===== src/rtl/brcond_pkg.sv =====
package brcond_pkg;

    typedef enum logic [2:0] {
        OP_SEQ    = 3'd0,
        OP_BR_SET = 3'd1,
        OP_BR_CLR = 3'd2,
        OP_BR_SGE = 3'd3,
        OP_BR_SLT = 3'd4,
        OP_SKIP_T = 3'd5,
        OP_SKIP_F = 3'd6,
        OP_RSVD   = 3'd7
    } op_e;

    localparam int SR_W   = 8;
    localparam int FLAG_N = 2;
    localparam int FLAG_V = 3;

endpackage


===== src/rtl/brcond_cond_sel.sv =====
module brcond_cond_sel
    import brcond_pkg::*;
(
    input  op_e             op_i,
    input  logic [2:0]      flag_idx_i,
    input  logic [SR_W-1:0] sreg_i,
    input  logic            test_i,
    output logic            is_branch_o,
    output logic            is_skip_o,
    output logic            cond_met_o
);
    logic sel_bit;
    logic sign_lt;

    assign sel_bit = sreg_i[flag_idx_i];
    assign sign_lt = sreg_i[FLAG_N] ^ sreg_i[FLAG_V];

    always_comb begin
        is_branch_o = 1'b0;
        is_skip_o   = 1'b0;
        cond_met_o  = 1'b0;
        case (op_i)
            OP_BR_SET: begin is_branch_o = 1'b1; cond_met_o = sel_bit;  end
            OP_BR_CLR: begin is_branch_o = 1'b1; cond_met_o = !sel_bit; end
            OP_BR_SGE: begin is_branch_o = 1'b1; cond_met_o = !sign_lt; end
            OP_BR_SLT: begin is_branch_o = 1'b1; cond_met_o = sign_lt;  end
            OP_SKIP_T: begin is_skip_o   = 1'b1; cond_met_o = test_i;   end
            OP_SKIP_F: begin is_skip_o   = 1'b1; cond_met_o = !test_i;  end
            default:   ;
        endcase
    end
endmodule


===== src/rtl/brcond_target.sv =====
module brcond_target #(
    parameter int PC_W  = 14,
    parameter int OFF_W = 7
) (
    input  logic [PC_W-1:0]  pc_i,
    input  logic [OFF_W-1:0] offset_i,
    input  logic             is_branch_i,
    input  logic             is_skip_i,
    input  logic             cond_met_i,
    input  logic             two_word_i,
    output logic [PC_W-1:0]  next_pc_o,
    output logic             taken_o,
    output logic [1:0]       cycles_o
);
    localparam int EXT_W = PC_W - OFF_W;

    logic [PC_W-1:0] off_ext;
    logic [PC_W-1:0] pc_inc;

    assign off_ext = {{EXT_W{offset_i[OFF_W-1]}}, offset_i};
    assign pc_inc  = pc_i + PC_W'(1);

    always_comb begin
        next_pc_o = pc_inc;
        taken_o   = 1'b0;
        cycles_o  = 2'd1;
        if (cond_met_i && is_branch_i) begin
            next_pc_o = pc_inc + off_ext;
            taken_o   = 1'b1;
            cycles_o  = 2'd2;
        end else if (cond_met_i && is_skip_i) begin
            taken_o = 1'b1;
            if (two_word_i) begin
                next_pc_o = pc_i + PC_W'(3);
                cycles_o  = 2'd3;
            end else begin
                next_pc_o = pc_i + PC_W'(2);
                cycles_o  = 2'd2;
            end
        end
    end
endmodule


===== src/rtl/brcond_eval.sv =====
module brcond_eval
    import brcond_pkg::*;
#(
    parameter int PC_W  = 14,
    parameter int OFF_W = 7
) (
    input  logic             clk,
    input  logic             rst_n,
    input  logic             in_valid,
    input  logic [2:0]       op,
    input  logic [2:0]       flag_idx,
    input  logic [7:0]       sreg,
    input  logic [OFF_W-1:0] offset,
    input  logic [PC_W-1:0]  pc,
    input  logic             test_result,
    input  logic             next_two_word,
    output logic             out_valid,
    output logic [PC_W-1:0]  next_pc,
    output logic             taken,
    output logic [1:0]       cycles
);
    typedef struct packed {
        logic            valid;
        logic [PC_W-1:0] npc;
        logic            taken;
        logic [1:0]      cycles;
    } res_t;

    res_t res_d, res_q;

    logic            is_branch, is_skip, cond_met;
    logic [PC_W-1:0] tgt_pc;
    logic            tgt_taken;
    logic [1:0]      tgt_cycles;

    brcond_cond_sel u_cond (
        .op_i        (op_e'(op)),
        .flag_idx_i  (flag_idx),
        .sreg_i      (sreg),
        .test_i      (test_result),
        .is_branch_o (is_branch),
        .is_skip_o   (is_skip),
        .cond_met_o  (cond_met)
    );

    brcond_target #(.PC_W(PC_W), .OFF_W(OFF_W)) u_tgt (
        .pc_i        (pc),
        .offset_i    (offset),
        .is_branch_i (is_branch),
        .is_skip_i   (is_skip),
        .cond_met_i  (cond_met),
        .two_word_i  (next_two_word),
        .next_pc_o   (tgt_pc),
        .taken_o     (tgt_taken),
        .cycles_o    (tgt_cycles)
    );

    always_comb begin
        res_d       = res_q;
        res_d.valid = in_valid;
        if (in_valid) begin
            res_d.npc    = tgt_pc;
            res_d.taken  = tgt_taken;
            res_d.cycles = tgt_cycles;
        end
    end

    always_ff @(posedge clk or negedge rst_n) begin
        if (!rst_n) res_q <= '0;
        else        res_q <= res_d;
    end

    assign out_valid = res_q.valid;
    assign next_pc   = res_q.npc;
    assign taken     = res_q.taken;
    assign cycles    = res_q.cycles;
endmodule


===== config.mk =====
export PLATFORM = sky130hd
export DESIGN_NAME = brcond_eval
export DESIGN_NICKNAME = d
export VERILOG_FILES = /design/src/rtl/brcond_pkg.sv /design/src/rtl/brcond_cond_sel.sv /design/src/rtl/brcond_target.sv /design/src/rtl/brcond_eval.sv
export SDC_FILE = /design/constraint.sdc
export NUM_CORES = 1
export LEC_CHECK = 0
export BUFFER_PORTS_ARGS = -buffer_cell sky130_fd_sc_hd__buf_2
export CAP_MARGIN = 20
export CORE_AREA = 10 10 77 79
export CTS_BUF_LIST = sky130_fd_sc_hd__clkbuf_16
export DETAILED_ROUTE_END_ITERATION = 10
export DIE_AREA = 0 0 87 89
export GPL_ROUTABILITY_DRIVEN = 0
export GPL_TIMING_DRIVEN = 0
export PLACE_DENSITY_LB_ADDON = 0.08
export SETUP_SLACK_MARGIN = 0.1
export SKIP_CTS_REPAIR_TIMING = 1
export SKIP_LAST_GASP = 1
export SLEW_MARGIN = 40
export SYNTH_ARGS = -nofsm -noshare
export SYNTH_HDL_FRONTEND = slang
export SYNTH_SLANG_ARGS = --single-unit

===== constraint.sdc =====
create_clock -name clk -period 1.7 [get_ports clk]
set_input_delay 0.255 -clock clk [delete_from_list [all_inputs] [get_ports clk]]
set_output_delay 0.255 -clock clk [all_outputs]
set_load 0.02 [all_outputs]

======== After elaboration in Yosys (flattened, before gate mapping) ========
Cells that the tools add are included.
storage, ports and cells
  register bits after elaboration ......... 18
  output and inout port bits .............. 18
operators by class
  $add $sub $neg .......................... 4
  magnitude comparators ................... 1
  equal/unequal tests ..................... 6
  multiplexer cells ....................... 13
  bitwise operators ....................... 1
  reduce and logical (&&, ||, !) cells .... 7
operator list
  cell                                                                           number
  14-bit 2-to-1 mux                                                              3
  14-bit by 2-bit adder with 14-bit output (second input constant)               2
  14-bit by 1-bit adder with 14-bit output (second input constant)               1
  14-bit adder                                                                   1
  3-bit equality test (second input constant)                                    3
  3-bit by 2-bit equality test with 1-bit output (second input constant)         2
  1-bit 2-to-1 mux                                                               6
  1-bit one-hot mux with 6 select lines                                          1
  3-bit by 4-bit less-than comparator with 1-bit output (second input constant)  1
  2-bit 2-to-1 mux                                                               2
  4-bit OR reduction                                                             1
  1-bit binary-select mux with 3-bit select                                      1
  3-bit by 1-bit equality test with 1-bit output (second input constant)         1
  1-bit logical NOT                                                              3
  1-bit logical AND                                                              2
  2-bit OR reduction                                                             1
  1-bit XOR                                                                      1

======== Logic depth before layout (Yosys ltp) ========
  depth after elaboration ................. 7
  mapped depth ............................ 13

======== Cells and area by module ========
From an unflattened synthesis, not the netlist that was laid out.
second synthesis, totals
  cells, all modules ...................... 256
  area total of the unflattened synthesis .. 2227.1 um^2
modules (own cells, without submodules)
  module           times used  cells each  area each (um^2)  seq. area each (um^2)
  brcond_target    1           203         1377.6            0.0
  brcond_eval      1           37          710.7             450.4
  brcond_cond_sel  1           16          138.9             0.0

======== Worst setup path after synthesis ========
OpenSTA, ideal clock, no wires.
  path kind ............................... input to register
  start ................................... in pc[3]
  end ..................................... reg res_q, in the netlist next_pc[12]
  library setup time ...................... 0.121 ns
  data arrival time ....................... 2.487 ns
  data required time ...................... 1.579 ns
  setup slack ............................. -0.908 ns
  stages on the path ...................... 13
  buffers on the path ..................... 2
  path through ............................ buf_2 > and4_1 > nand2_1 > nor2_1 > xor2_1 > ha_1 > clkbuf_1 > and4_1 > a211o_1 > a21o_1 > or3_1 > nand3_1 > a21oi_1
on the way
  longest elaborated chain between the ends .. 4
  elaborated cells on any way between the ends .. 7
ends and longest elaborated chain
  item                                                                              line                 source
  from (decl)                                                                       brcond_eval.sv:14    input logic [PC_W-1:0] pc,
  branches (longest 3 deep; another with 14-bit by 1-bit adder with 14-bit output)  --
  14-bit 2-to-1 mux (*)                                                             brcond_target.sv:27  if (cond_met_i && is_branch_i) begin
  to (signal assigned)                                                              brcond_eval.sv:70    else res_q <= res_d;
  to (decl)                                                                         brcond_eval.sv:29    res_t res_d, res_q;
Every way passes the cells marked *.
A chain may end at the register's enable or synchronous reset.

======== Final worst setup path ========
  start ................................... in pc[2]
  end ..................................... reg res_q, in the netlist next_pc[13]
Same word-level chain as after synthesis.

==> results.md <==
* Status: finished with violations
* Failing checks: negative setup slack
* Area leader, netlist: dfrtp_1
* Worst hold-check path type: primary input to flop
* Warnings from Yosys at 0
* Crit-path max FO at 6
* Cell Chain, Critical Path: buf_12 -> ha_4 -> nand4_1 -> buf_6 -> nor2_1 -> xor2_1 -> buf_4 -> ha_1 -> and4_1 -> a31oi_2 -> a31o_2 -> and3_1 -> o22a_1
* Fin crit share at 136%
* Largest net degree at the start of global routing at 18
* Worst Setup Start Kind: primary input
* Worst flop-to-flop path endpoint: next_pc[5]
* Vias per cell at 5.61
* DRC viols at 0
* Clock power frac at 23.0%
* CTS Buf Count at 3
* Crit Reg-Reg Startpoint: next_pc[5]
* Worst setup margin at -0.610 ns
* Detailed Place HPWL at 4770 um
* Clk_lat worst skew at 0.25 ns
* DIE WIDTH at 87 um
* Worst R2R Path Depth at 1
* Synth Cell Area at 2140 um2
* Core area at 4540 um2
* Hold worst-path end: out_valid
* Routed length per instance at 16.3 um
* Site Rows at 25
* Final setup viols at 14
* Worst-Margin Slew at 0.514 ns
* CP Capture Type: flop
* First-pass GRT wire length at 9600 um
* Clock skew at 0 ns
* Hold path depth at 1
* R2R Setup Slk at 0.94 ns
* TritonRoute pass-1 iters at 4
* RSZ-0062 raised after global routing: true
* Reg clk slew, reported paths at 0.05 ns
* Initial core utilization at 47.3%
* Placement Cell Area at 2590 um2
* N_diodes at 0
* Post-synth EDFFs at 0
* Syn Inst Count at 242
* Final net count at 393
* Final non-filler cell area at 3200 um2
* Compound-Gate Fraction of Synth Area at 20.3%
* Initial antenna violation count at 0
* Most common cell after layout, fill and taps aside: buf_2
* Adder-Cell Fraction of Synth Area at 13.2%
* Vias in the first global route at 2,127
* CP max-delay cell: xor2_1
* XOR/XNOR Fraction of Synth Area at 14.3%
* Hold_sp: in_valid
* Clock Tree Buf Depth at 2
* Dpl ws at -1.05 ns
* Power per standard cell area at 625 nW/um2
* # H-tree levels at 1
* Crit Path Class: primary input to flop
* Synth Area in Simple Gates at 17.6%
* Fmax at 433 MHz
* Reg power frac at 25.3%
* Largest cells by area after synthesis: dfrtp_1 20%, ha_1 12%, xnor2_1 8.6%
* Tmin final at 2.31 ns
* Critical Path AT at 2.44 ns
* Syn_area_per_cell at 8.86 um2
* Die area at 7740 um2
* Slew Viols, Final at 0
* Top-Level Pins at 58
* Worst setup startpoint: pc[2]
* Comb pwr share at 51.7%
* Largest family of logic cells by synthesized area: compound AO/OA/AOI/OAI gates
* Synth unique cells at 50
* First DRT Iteration DRCs at 54
* Max-slew headroom at 65.5%
* Synthesis-to-finish area growth at 49.3%
* Total global routing overflow at 0
* Leakage Power at 1.41 nW
* Antenna Violating Nets Remaining at 0
* Filler cell count at 367
* Layout cells sized above 1 at 45.2%
* Ys async rst share at 100%
* PortBufs at 55
* Syn Nets at 304
* Root Driver: clkbuf_16
* Switching share of power at 35.6%
* Post-synth top flop: dfrtp_1
* Seq/Total Area, Yosys at 19.8%
* Critical Path RT at 1.84 ns
* Vias after detailed routing at 2,154
* TritonCTS sink count at 17
* CTS tree: built
* Hold Vio Cnt, Final at 0
* WHS at 0.125 ns
* Die Ht at 89 um
* #FFs+latches synth at 17
* Mux cell area share after synthesis at 11.7%
* Worst path max stage delay at 0.28 ns
* Max-cap violations at 0
* Max rail drop VDD at 0.473 mV
* Setup_tns at -4.31 ns
* Gr usage total at 15.1%
* Net load switching power at 0.713 mW
* DRT Wirelength at 6270 um
* Internal at 1.29 mW
* Most frequent cells in the layout: 47 x buf_2, 29 x buf_4, 20 x nand2_1, 18 x xnor2_1, 17 x dfrtp_1
* Synth top area share at 19.8%
==> registers in the layout (all words and copies together) (netlist names) <==
register,flops
out_valid,1
next_pc,14
taken,1
cycles,1
==> worst max-delay path by stage <==
stage                             end  slack (ns)  cells after the start
after CTS                 next_pc[12]       -0.79                     12
after global routing      next_pc[12]       -0.70                     13
after detailed placement  next_pc[12]       -1.05                     12
final                     next_pc[13]       -0.61                     13
after floorplan           next_pc[12]       -0.64                     13
after global placement    next_pc[12]       -1.04                     12
==> cells by family (layout without fill, tap and decap cells) <==
family	Yosys count	after routing
AO/OA/AOI/OAI	63	63
buffers and inverters	13	101
adder cells (fa/ha/maj)	22	22
multiplexers	21	21
flip-flops	17	17
XOR/XNOR	35	35
AND/OR/NAND/NOR	71	71
==> metal layers <==
layer,routed length [um],up-vias,global-route usage (%)
li1,-,1084,-
met1,2520,1002,17.1
met2,3290,54,26.8
met3,308,14,3.37
met4,144,0,5.45
met5,0,-,0
==> final cells by class <==
type / count / area, um2 / area share (%)
Inverter: 4 / 15.0 / 0.469
Tap cell: 54 / 67.6 / 2.11
Clock buffer: 3 / 75.1 / 2.34
Clock inverter: 1 / 3.75 / 0.117
Timing Repair Buffer: 84 / 579 / 18.1
Sequential cell: 17 / 425 / 13.3
Buffer: 9 / 83.8 / 2.62
Multi-Input combinational cell: 212 / 1950 / 61.0
==> synthesized netlist by cell type (2+ instances only) <==
library cell / count
xnor2_1: 21
nand3_1: 7
mux2i_1: 13
and4_1: 4
a41oi_1: 2
clkbuf_1: 4
xor2_1: 14
buf_4: 2
or2_2: 3
a21o_1: 7
a31o_2: 2
nand2_1: 21
and3_1: 4
a211oi_1: 5
inv_1: 4
a21oi_1: 18
o21ai_0: 10
nor4_1: 2
o22a_1: 3
ha_1: 21
o22ai_1: 2
nor2_1: 14
mux2_2: 6
or3_1: 3
o211ai_1: 3
mux4_1: 2
dfrtp_1: 17
nand4_1: 6
==> through the flow <==
step / std cells / util, % / power, mW
4_1_cts: 355 / 58.8 / 1.82
3_5_place_dp: 351 / 57.1 / 1.35
2_1_floorplan: 242 / - / 1.09
5_1_grt: 384 / 70.6 / 2.14
3_3_place_gp: 351 / 57.1 / 1.34
6_report: 384 / 70.6 / 2.00
==> critical path, delay by kind of cell <==
| kind | cells | cell delay (ns) |
|---|---|---|
| AOI/OAI and AO/OA | 3 | 0.50 |
| xor gates and xnor gates | 1 | 0.28 |
| adders and majority gates | 2 | 0.35 |
| buffers and inverters | 3 | 0.41 |
| and+or+nand+nor | 4 | 0.64 |
==> power groups by stage <==
stage          Clock, mW  Combinational (mW)  Sequential [mW]
6_report           0.460                1.04            0.506
5_1_grt            0.493                1.13            0.517
4_1_cts            0.473               0.843            0.505
3_5_place_dp           0               0.840            0.511
3_3_place_gp           0               0.830            0.511
2_1_floorplan          0               0.489            0.599
Note: power is estimated with default switching activity, not from simulation.
